--- src/rtl/dmap_pkg.sv ---
package dmap_pkg;
  localparam int unsigned ADDR_W = 32;
  localparam int unsigned DATA_W = 32;
  localparam int unsigned OFS_W  = 8;

  localparam logic [OFS_W-1:0] OFS_CTRL  = 8'h00;
  localparam logic [OFS_W-1:0] OFS_ADDR  = 8'h04;
  localparam logic [OFS_W-1:0] OFS_DATA  = 8'h0C;
  localparam logic [OFS_W-1:0] OFS_BASE  = 8'hF8;
  localparam logic [OFS_W-1:0] OFS_IDENT = 8'hFC;

  localparam logic [1:0] TR_IDLE   = 2'b00;
  localparam logic [1:0] TR_NONSEQ = 2'b10;

  localparam logic [2:0] SZ_BYTE = 3'b000;
  localparam logic [2:0] SZ_HALF = 3'b001;
  localparam logic [2:0] SZ_WORD = 3'b010;

  typedef enum logic [1:0] {
    INC_OFF    = 2'b00,
    INC_SINGLE = 2'b01,
    INC_PACKED = 2'b10,
    INC_RSVD   = 2'b11
  } inc_mode_e;

  typedef struct packed {
    logic       err;
    logic       sec_n;
    logic [4:0] prot;
    logic [3:0] mode;
    inc_mode_e  inc;
    logic [2:0] size;
  } ctrl_t;

  typedef enum logic [1:0] {H_IDLE, H_BUS, H_RESP} host_st_e;
  typedef enum logic [1:0] {B_IDLE, B_ADDR, B_DATA} bus_st_e;

  function automatic logic [2:0] size_step(input logic [2:0] sz);
    case (sz)
      SZ_BYTE: size_step = 3'd1;
      SZ_HALF: size_step = 3'd2;
      default: size_step = 3'd4;
    endcase
  endfunction
endpackage

--- src/rtl/dmap_csr.sv ---
module dmap_csr import dmap_pkg::*; (
  input  logic              clk,
  input  logic              rst_n,
  input  logic              wr_ctrl_i,
  input  logic              wr_addr_i,
  input  logic              wr_data_i,
  input  logic [DATA_W-1:0] wdata_i,
  input  logic              adv_i,
  input  logic [ADDR_W-1:0] next_addr_i,
  input  logic              cap_i,
  input  logic [DATA_W-1:0] cap_data_i,
  input  logic              err_set_i,
  output ctrl_t             ctrl_o,
  output logic [ADDR_W-1:0] tar_o,
  output logic [DATA_W-1:0] drw_o
);
  always_ff @(posedge clk) begin
    if (!rst_n) begin
      ctrl_o.err   <= 1'b0;
      ctrl_o.sec_n <= 1'b1;
      ctrl_o.prot  <= 5'b00011;
      ctrl_o.mode  <= 4'h0;
      ctrl_o.inc   <= INC_OFF;
      ctrl_o.size  <= SZ_WORD;
    end else begin
      if (wr_ctrl_i) begin
        ctrl_o.sec_n <= wdata_i[30];
        ctrl_o.prot  <= wdata_i[28:24];
        ctrl_o.mode  <= wdata_i[11:8];
        ctrl_o.inc   <= inc_mode_e'(wdata_i[5:4]);
        ctrl_o.size  <= wdata_i[2:0];
      end
      if (err_set_i)
        ctrl_o.err <= 1'b1;
      else if (wr_ctrl_i && wdata_i[31])
        ctrl_o.err <= 1'b0;
    end
  end

  always_ff @(posedge clk) begin
    if (!rst_n) begin
      tar_o <= '0;
    end else if (wr_addr_i) begin
      tar_o <= wdata_i;
    end else if (adv_i) begin
      tar_o <= next_addr_i;
    end
  end

  always_ff @(posedge clk) begin
    if (!rst_n) begin
      drw_o <= '0;
    end else if (wr_data_i) begin
      drw_o <= wdata_i;
    end else if (cap_i) begin
      drw_o <= cap_data_i;
    end
  end
endmodule

--- src/rtl/dmap_lane_path.sv ---
module dmap_lane_path import dmap_pkg::*; #(
  parameter int unsigned WRAP_BITS = 10
) (
  input  logic [ADDR_W-1:0] tar_i,
  input  logic [2:0]        size_i,
  input  logic              banked_i,
  input  logic [1:0]        bank_idx_i,
  input  logic              packed_i,
  input  logic [1:0]        beat_idx_i,
  input  logic [DATA_W-1:0] drw_i,
  input  logic [DATA_W-1:0] hrdata_i,
  output logic [ADDR_W-1:0] bus_addr_o,
  output logic [ADDR_W-1:0] next_addr_o,
  output logic [DATA_W-1:0] hwdata_o,
  output logic [DATA_W-1:0] cap_data_o
);
  localparam int unsigned LANES = DATA_W / 8;

  logic [WRAP_BITS-1:0] low_next;
  logic [7:0]           byte_k;
  logic [15:0]          half_k;

  assign bus_addr_o  = banked_i ? {tar_i[ADDR_W-1:4], bank_idx_i, 2'b00} : tar_i;
  assign low_next    = tar_i[WRAP_BITS-1:0] + WRAP_BITS'(size_step(size_i));
  assign next_addr_o = {tar_i[ADDR_W-1:WRAP_BITS], low_next};

  assign byte_k = drw_i[{beat_idx_i, 3'b000} +: 8];
  assign half_k = drw_i[{beat_idx_i[0], 4'b0000} +: 16];

  for (genvar g = 0; g < LANES; g++) begin : g_lane
    assign hwdata_o[8*g +: 8] = !packed_i          ? drw_i[8*g +: 8] :
                                (size_i == SZ_BYTE) ? byte_k : half_k[8*(g%2) +: 8];
  end

  always_comb begin
    cap_data_o = drw_i;
    if (!packed_i)
      cap_data_o = hrdata_i;
    else if (size_i == SZ_BYTE)
      cap_data_o[{beat_idx_i, 3'b000} +: 8] = hrdata_i[{tar_i[1:0], 3'b000} +: 8];
    else
      cap_data_o[{beat_idx_i[0], 4'b0000} +: 16] = hrdata_i[{tar_i[1], 4'b0000} +: 16];
  end
endmodule

--- src/rtl/dmap_bus_fsm.sv ---
module dmap_bus_fsm import dmap_pkg::*; (
  input  logic       clk,
  input  logic       rst_n,
  input  logic       start_i,
  input  logic [2:0] nbeats_i,
  input  logic       hready_i,
  input  logic       hresp_i,
  output logic [1:0] htrans_o,
  output logic       busy_o,
  output logic       beat_ok_o,
  output logic [1:0] beat_idx_o,
  output logic       done_o,
  output logic       err_o
);
  bus_st_e    st;
  logic [2:0] cnt;
  logic [2:0] total;
  logic       beat_end;
  logic       last;

  assign beat_end   = (st == B_DATA) && hready_i;
  assign last       = (cnt + 3'd1) == total;
  assign beat_ok_o  = beat_end && !hresp_i;
  assign done_o     = beat_end && (hresp_i || last);
  assign err_o      = beat_end && hresp_i;
  assign beat_idx_o = cnt[1:0];
  assign busy_o     = (st != B_IDLE);
  assign htrans_o   = (st == B_ADDR) ? TR_NONSEQ : TR_IDLE;

  always_ff @(posedge clk) begin
    if (!rst_n) begin
      st    <= B_IDLE;
      cnt   <= '0;
      total <= 3'd1;
    end else begin
      case (st)
        B_IDLE: if (start_i) begin
          st    <= B_ADDR;
          cnt   <= '0;
          total <= nbeats_i;
        end
        B_ADDR: if (hready_i) st <= B_DATA;
        B_DATA: if (hready_i) begin
          if (hresp_i || last) begin
            st <= B_IDLE;
          end else begin
            cnt <= cnt + 3'd1;
            st  <= B_ADDR;
          end
        end
        default: st <= B_IDLE;
      endcase
    end
  end
endmodule

--- src/rtl/dmap_engine.sv ---
module dmap_engine import dmap_pkg::*; #(
  parameter int unsigned WRAP_BITS = 10,
  parameter logic [31:0] IDR_VALUE = 32'h1A05_0003
) (
  input  logic        clk,
  input  logic        rst_n,
  input  logic        req_valid_i,
  output logic        req_ready_o,
  input  logic        req_write_i,
  input  logic [7:0]  req_offset_i,
  input  logic [31:0] req_wdata_i,
  output logic [31:0] rsp_rdata_o,
  input  logic        dbg_en_i,
  input  logic        sec_en_i,
  input  logic [31:0] rom_base_i,
  output logic [31:0] haddr_o,
  output logic [1:0]  htrans_o,
  output logic        hwrite_o,
  output logic [2:0]  hsize_o,
  output logic [6:0]  hprot_o,
  output logic [31:0] hwdata_o,
  input  logic [31:0] hrdata_i,
  input  logic        hready_i,
  input  logic        hresp_i
);
  ctrl_t             ctrl;
  logic [ADDR_W-1:0] tar, next_addr;
  logic [DATA_W-1:0] drw, cap_data;
  host_st_e          hst;
  logic              wr_q, bank_q, packed_q;
  logic [1:0]        bidx_q;

  logic is_data, is_bank, needs_bus, blocked, accept_bus, pack_now;
  logic wr_ctrl, wr_addr, wr_data;
  logic [2:0] nbeats, size_eff;
  logic bus_busy, beat_ok, bus_done, bus_err;
  logic [1:0] beat_idx;
  logic bus_start, adv, cap, err_set;

  assign is_data   = (req_offset_i == OFS_DATA);
  assign is_bank   = (req_offset_i[7:4] == 4'h1) && (req_offset_i[1:0] == 2'b00);
  assign needs_bus = is_data || is_bank;

  assign blocked = !dbg_en_i
                || (!ctrl.sec_n && !sec_en_i)
                || (is_data && (ctrl.inc == INC_RSVD || ctrl.size > SZ_WORD));

  assign accept_bus = (hst == H_IDLE) && req_valid_i && needs_bus;
  assign bus_start  = accept_bus && !blocked;

  assign pack_now = is_data && (ctrl.inc == INC_PACKED) && (ctrl.size != SZ_WORD);
  assign nbeats   = !pack_now ? 3'd1 : (ctrl.size == SZ_BYTE ? 3'd4 : 3'd2);

  assign wr_ctrl = (hst == H_IDLE) && req_valid_i && req_write_i && (req_offset_i == OFS_CTRL);
  assign wr_addr = (hst == H_IDLE) && req_valid_i && req_write_i && (req_offset_i == OFS_ADDR);
  assign wr_data = accept_bus && req_write_i;

  assign adv     = beat_ok && !bank_q && (ctrl.inc == INC_SINGLE || ctrl.inc == INC_PACKED);
  assign cap     = beat_ok && !wr_q;
  assign err_set = (accept_bus && blocked) || bus_err;

  always_ff @(posedge clk) begin
    if (!rst_n) begin
      hst      <= H_IDLE;
      wr_q     <= 1'b0;
      bank_q   <= 1'b0;
      packed_q <= 1'b0;
      bidx_q   <= 2'b00;
    end else begin
      case (hst)
        H_IDLE: if (accept_bus) begin
          wr_q     <= req_write_i;
          bank_q   <= is_bank;
          packed_q <= pack_now;
          bidx_q   <= req_offset_i[3:2];
          hst      <= blocked ? H_RESP : H_BUS;
        end
        H_BUS:   if (bus_done) hst <= H_RESP;
        H_RESP:  hst <= H_IDLE;
        default: hst <= H_IDLE;
      endcase
    end
  end

  assign req_ready_o = ((hst == H_IDLE) && req_valid_i && !needs_bus) || (hst == H_RESP);

  always_comb begin
    rsp_rdata_o = '0;
    if (needs_bus) begin
      rsp_rdata_o = drw;
    end else begin
      case (req_offset_i)
        OFS_CTRL:  rsp_rdata_o = {ctrl.err, ctrl.sec_n, 1'b0, ctrl.prot, sec_en_i, 11'b0,
                                  ctrl.mode, bus_busy, dbg_en_i, ctrl.inc, 1'b0, ctrl.size};
        OFS_ADDR:  rsp_rdata_o = tar;
        OFS_BASE:  rsp_rdata_o = rom_base_i | 32'h0000_0002;
        OFS_IDENT: rsp_rdata_o = IDR_VALUE | 32'h0001_0000;
        default:   rsp_rdata_o = '0;
      endcase
    end
  end

  assign size_eff = bank_q ? SZ_WORD : ctrl.size;
  assign hsize_o  = size_eff;
  assign hwrite_o = wr_q;
  assign hprot_o  = {ctrl.sec_n | ~sec_en_i, 1'b0, ctrl.prot};

  dmap_csr u_csr (
    .clk(clk), .rst_n(rst_n),
    .wr_ctrl_i(wr_ctrl), .wr_addr_i(wr_addr), .wr_data_i(wr_data),
    .wdata_i(req_wdata_i),
    .adv_i(adv), .next_addr_i(next_addr),
    .cap_i(cap), .cap_data_i(cap_data),
    .err_set_i(err_set),
    .ctrl_o(ctrl), .tar_o(tar), .drw_o(drw)
  );

  dmap_lane_path #(.WRAP_BITS(WRAP_BITS)) u_lane (
    .tar_i(tar), .size_i(size_eff), .banked_i(bank_q), .bank_idx_i(bidx_q),
    .packed_i(packed_q), .beat_idx_i(beat_idx), .drw_i(drw), .hrdata_i(hrdata_i),
    .bus_addr_o(haddr_o), .next_addr_o(next_addr),
    .hwdata_o(hwdata_o), .cap_data_o(cap_data)
  );

  dmap_bus_fsm u_bus (
    .clk(clk), .rst_n(rst_n),
    .start_i(bus_start), .nbeats_i(nbeats),
    .hready_i(hready_i), .hresp_i(hresp_i),
    .htrans_o(htrans_o), .busy_o(bus_busy),
    .beat_ok_o(beat_ok), .beat_idx_o(beat_idx),
    .done_o(bus_done), .err_o(bus_err)
  );
endmodule

--- config.mk ---
export PLATFORM = sky130hd
export DESIGN_NAME = dmap_engine
export DESIGN_NICKNAME = d
export VERILOG_FILES = /design/src/rtl/dmap_pkg.sv /design/src/rtl/dmap_csr.sv /design/src/rtl/dmap_lane_path.sv /design/src/rtl/dmap_bus_fsm.sv /design/src/rtl/dmap_engine.sv
export SDC_FILE = /design/constraint.sdc
export NUM_CORES = 1
export LEC_CHECK = 0
export BUFFER_PORTS_ARGS = -buffer_cell sky130_fd_sc_hd__buf_2
export CAP_MARGIN = 30
export CORE_ASPECT_RATIO = 0.8
export CORE_UTILIZATION = 56
export CTS_CLUSTER_SIZE = 14
export DETAILED_ROUTE_END_ITERATION = 6
export PLACE_DENSITY = 0.95
export REMOVE_ABC_BUFFERS = 1
export SETUP_SLACK_MARGIN = 0.4
export SLEW_MARGIN = 0
export SYNTH_ARGS = -nofsm -noshare
export SYNTH_HDL_FRONTEND = slang
export SYNTH_SLANG_ARGS = --single-unit
--- constraint.sdc ---
create_clock -name clk -period 3.8 [get_ports clk]
set_input_delay 0.76 -clock clk [delete_from_list [all_inputs] [get_ports clk]]
set_output_delay 0.76 -clock clk [all_outputs]
set_load 0.03 [all_outputs]
==> flow_summary.json <==
{
  "hold_viol_final": 0,
  "viasPerCell": 6.60,
  "wl_per_cell_microns": 20.6,
  "leakagePower_nw": 3.61,
  "holdWs_ns": 0.457,
  "cp_max_fo": 21,
  "die_x_microns": 127,
  "max-vdd-ir-drop_mv": 0.206,
  "vias": 8381,
  "placed_cells": 1251,
  "drive_gt1_share_pct": 27.3,
  "worst_pin_slew_ns": 0.861,
  "yosys_most_used_dff": "dfxtp_1",
  "violations": "design-rule violations",
  "cts-buffers-inserted": 9,
  "regToRegSetupSlack_ns": 0.82,
  "die-area_sq_um": 13000,
  "hold_class": "register to register",
  "grt_pass1_vias": 7323,
  "ios": 222,
  "max-clock-path-buffers": 2,
  "synth_warnings": 0,
  "fmax_mhz": 309,
  "die_h_microns": 102,
  "ys_async_sr_fraction_pct": 0,
  "dr.pass1.iters": 7,
  "synthToLayoutAreaGrowth_pct": 18.2,
  "regArea_sq_um": 1900,
  "io_buffers": 218,
  "crit_arrival_ns": 2.48,
  "hold_buffers": 0,
  "worstSkewPairLatency_ns": 0.35,
  "cts_sinks": 95,
  "worstPathRequired_ns": 3.04,
  "synth_cells": 943,
  "drc_errors": 1,
  "antenna_left": 0,
  "syn_area_sq_um": 7030,
  "power.density_nw_per_um2": 260,
  "grt_pass1_wl_mm": 39.4,
  "endpoint_kind": "primary output",
  "instances_no_fill": 1270,
  "grt_overflow": 0,
  "worstSetupStartpointType": "input port",
  "routed_wl_mm": 26.1,
  "cts_root_buf": "clkbuf_16",
  "synth_area_per_cell_sq_um": 7.45,
  "ys_ff_latch": 95,
  "track_usage_pct": 39.4,
  "synth_edf_count": 0,
  "timing.final.crit_share_pct": 85.2,
  "finClkSkew_ns": 0.00734,
  "slew_headroom_pct": 42.3,
  "ys_types": 71,
  "start_util_pct": 57.6,
  "yosysSeqAreaShare_pct": 27.1,
  "fillCellCount": 1017,
  "htreeDepth": 3,
  "multiInputGateArea_sq_um": 4450,
  "grt_max_degree": 54,
  "place_hpwl_mm": 18.9,
  "place.gp.congestion": 1.01,
  "rsz0062_at_grt": "no",
  "rows": 36,
  "fin_crit_ns": 3.24,
  "setup_violations": 0,
  "status": "finished with violations",
  "core_sq_um": 12200,
  "critical_path_class": "input port to primary output",
  "maxCapViolCount": 0,
  "drt_iter0_drc": 1466,
  "tritoncts": "done",
  "nNetsFinal": 1215,
  "maxSlewViolCount": 0,
  "finalCoreUtilization_pct": 68.0,
  "clk_pin_slew_ns": 0.07,
  "antenna_found_initial": 2
}
[cells in the final DEF (no fill, tap or decap), types with 4 or more instances in the layout]
master | Yosys | final
a22oi_1 | 20 | 20
o21ai_0 | 72 | 72
nor3_2 | 1 | 5
ha_1 | 10 | 10
a32o_1 | 8 | 8
mux4_2 | 8 | 8
mux2i_1 | 42 | 42
mux2_2 | 10 | 10
o211ai_1 | 6 | 6
o2bb2ai_1 | 25 | 25
nand2_1 | 109 | 109
buf_2 | 8 | 219
buf_4 | 36 | 22
nand3_1 | 19 | 19
clkbuf_16 | 0 | 9
a21oi_1 | 80 | 80
a222oi_1 | 11 | 11
or3_1 | 7 | 7
nor2b_1 | 5 | 5
nor2_1 | 99 | 99
xor2_1 | 8 | 8
inv_1 | 42 | 42
o22ai_1 | 22 | 22
nor3_1 | 29 | 25
o21ai_1 | 15 | 15
nand2b_1 | 11 | 11
a211oi_1 | 4 | 4
nand4_1 | 12 | 12
dfxtp_1 | 95 | 94
o221ai_2 | 8 | 8
[sequential cells by signal (all words and copies together) (netlist names), 2 cells and up]
signal,flops
bidx_q,2
u_bus.total,3
u_csr.ctrl_o,16
hst,2
u_bus.st,2
u_csr.drw_o,32
u_csr.tar_o,32
u_bus.cnt,3
[cell usage after synthesis, types with 4 or more instances]
| library cell | count | area share [%] |
|---|---|---|
| clkbuf_1 | 55 | 2.9 |
| nand4_1 | 12 | 1.1 |
| buf_1 | 4 | 0.21 |
| inv_1 | 42 | 2.2 |
| a32o_1 | 8 | 1.1 |
| nand2_1 | 109 | 5.8 |
| nand3_1 | 19 | 1.4 |
| o211ai_1 | 6 | 0.64 |
| o221ai_2 | 8 | 1.7 |
| buf_2 | 8 | 0.57 |
| mux4_2 | 8 | 2.6 |
| mux2i_1 | 42 | 6.0 |
| o22ai_1 | 22 | 2.0 |
| a211oi_1 | 4 | 0.43 |
| o21ai_1 | 15 | 1.1 |
| a22oi_1 | 20 | 2.1 |
| nor3_1 | 29 | 2.1 |
| a222oi_1 | 11 | 1.6 |
| ha_1 | 10 | 1.8 |
| o2bb2ai_1 | 25 | 3.1 |
| a21oi_1 | 80 | 5.7 |
| nor2b_1 | 5 | 0.45 |
| buf_4 | 36 | 3.8 |
| o21ai_0 | 72 | 5.1 |
| mux2_2 | 10 | 1.6 |
| xor2_1 | 8 | 1.0 |
| nor2_1 | 99 | 5.3 |
| nand2b_1 | 11 | 0.98 |
| dfxtp_1 | 95 | 27 |
| or3_1 | 7 | 0.62 |
[per-stage QoR]
stage	total power (W)	setup TNS, ns	setup WS (ns)	instance area, sq um
finish	0.00216	0	0.562	8300
global route	0.00221	0	0.473	8300
CTS	0.00215	0	0.456	8290
detailed placement	0.00122	0	0.623	7990
global placement	0.00121	0	0.644	7990
floorplan	0.00110	-9.21	-0.320	6490
[report_power, final]
group	total, W	internal, W	leakage (nW)	switching, W
registers	0.000999	0.000996	0.766	0.00000290
logic	0.000203	0.0000805	2.69	0.000123
clock network	0.000957	0.000523	0.146	0.000433
total	0.00216	0.00160	3.61	0.000559
[worst paths after layout]
kind | from | to | cells past startpoint
setup / recovery | req_offset_i[1] | rsp_rdata_o[22] | 8
hold / removal | u_csr.ctrl_o[6] | u_csr.ctrl_o[6] | 2
setup reg to reg | u_bus.cnt[1] | u_csr.drw_o[31] | 7
hold reg to reg | u_csr.ctrl_o[6] | u_csr.ctrl_o[6] | 2
[kinds of logic after synthesis]
logic type / synth area share [%]
simple gates: 21.0
buf+inv: 10.1
compound gates: 27.7
mux: 10.3
fa+ha+maj: 2.07
flops: 27.1
xor+xnor: 1.69
other cells: 0.0534
[worst max-delay path, stage by stage]
cell	delay (ns)
buf_2	0.10
nor2_1	0.35
and2_1	0.18
and3_1	0.27
buf_4	0.33
a222oi_1	0.17
inv_1	0.09
buf_2	0.19
[timing repair]
item	in CTS	in global routing
buffers inserted	0	0
resized for setup	0	1
setup endpoints to repair	0	16
[area by class of cell]
type	instances	share of cell area, %
Clock inverter	6	0.904
Inverter	44	1.99
Timing Repair Buffer	241	15.2
Multi-Input combinational cell	701	53.6
Sequential cell	95	22.9
Antenna cell	2	0.0603
Tap cell	171	2.58
Clock buffer	10	2.76
[routing by layer]
metal / vias to the layer above / GRT usage [%] / share of wire, %
met1: 3883 / 53.0 / 38
met2: 704 / 60.1 / 43
li1: 3674 / - / -
met3: 120 / 9.32 / 14
met5: - / 0 / 0
met4: 0 / 18.5 / 4.6
Power figures use the tool's default switching activity.
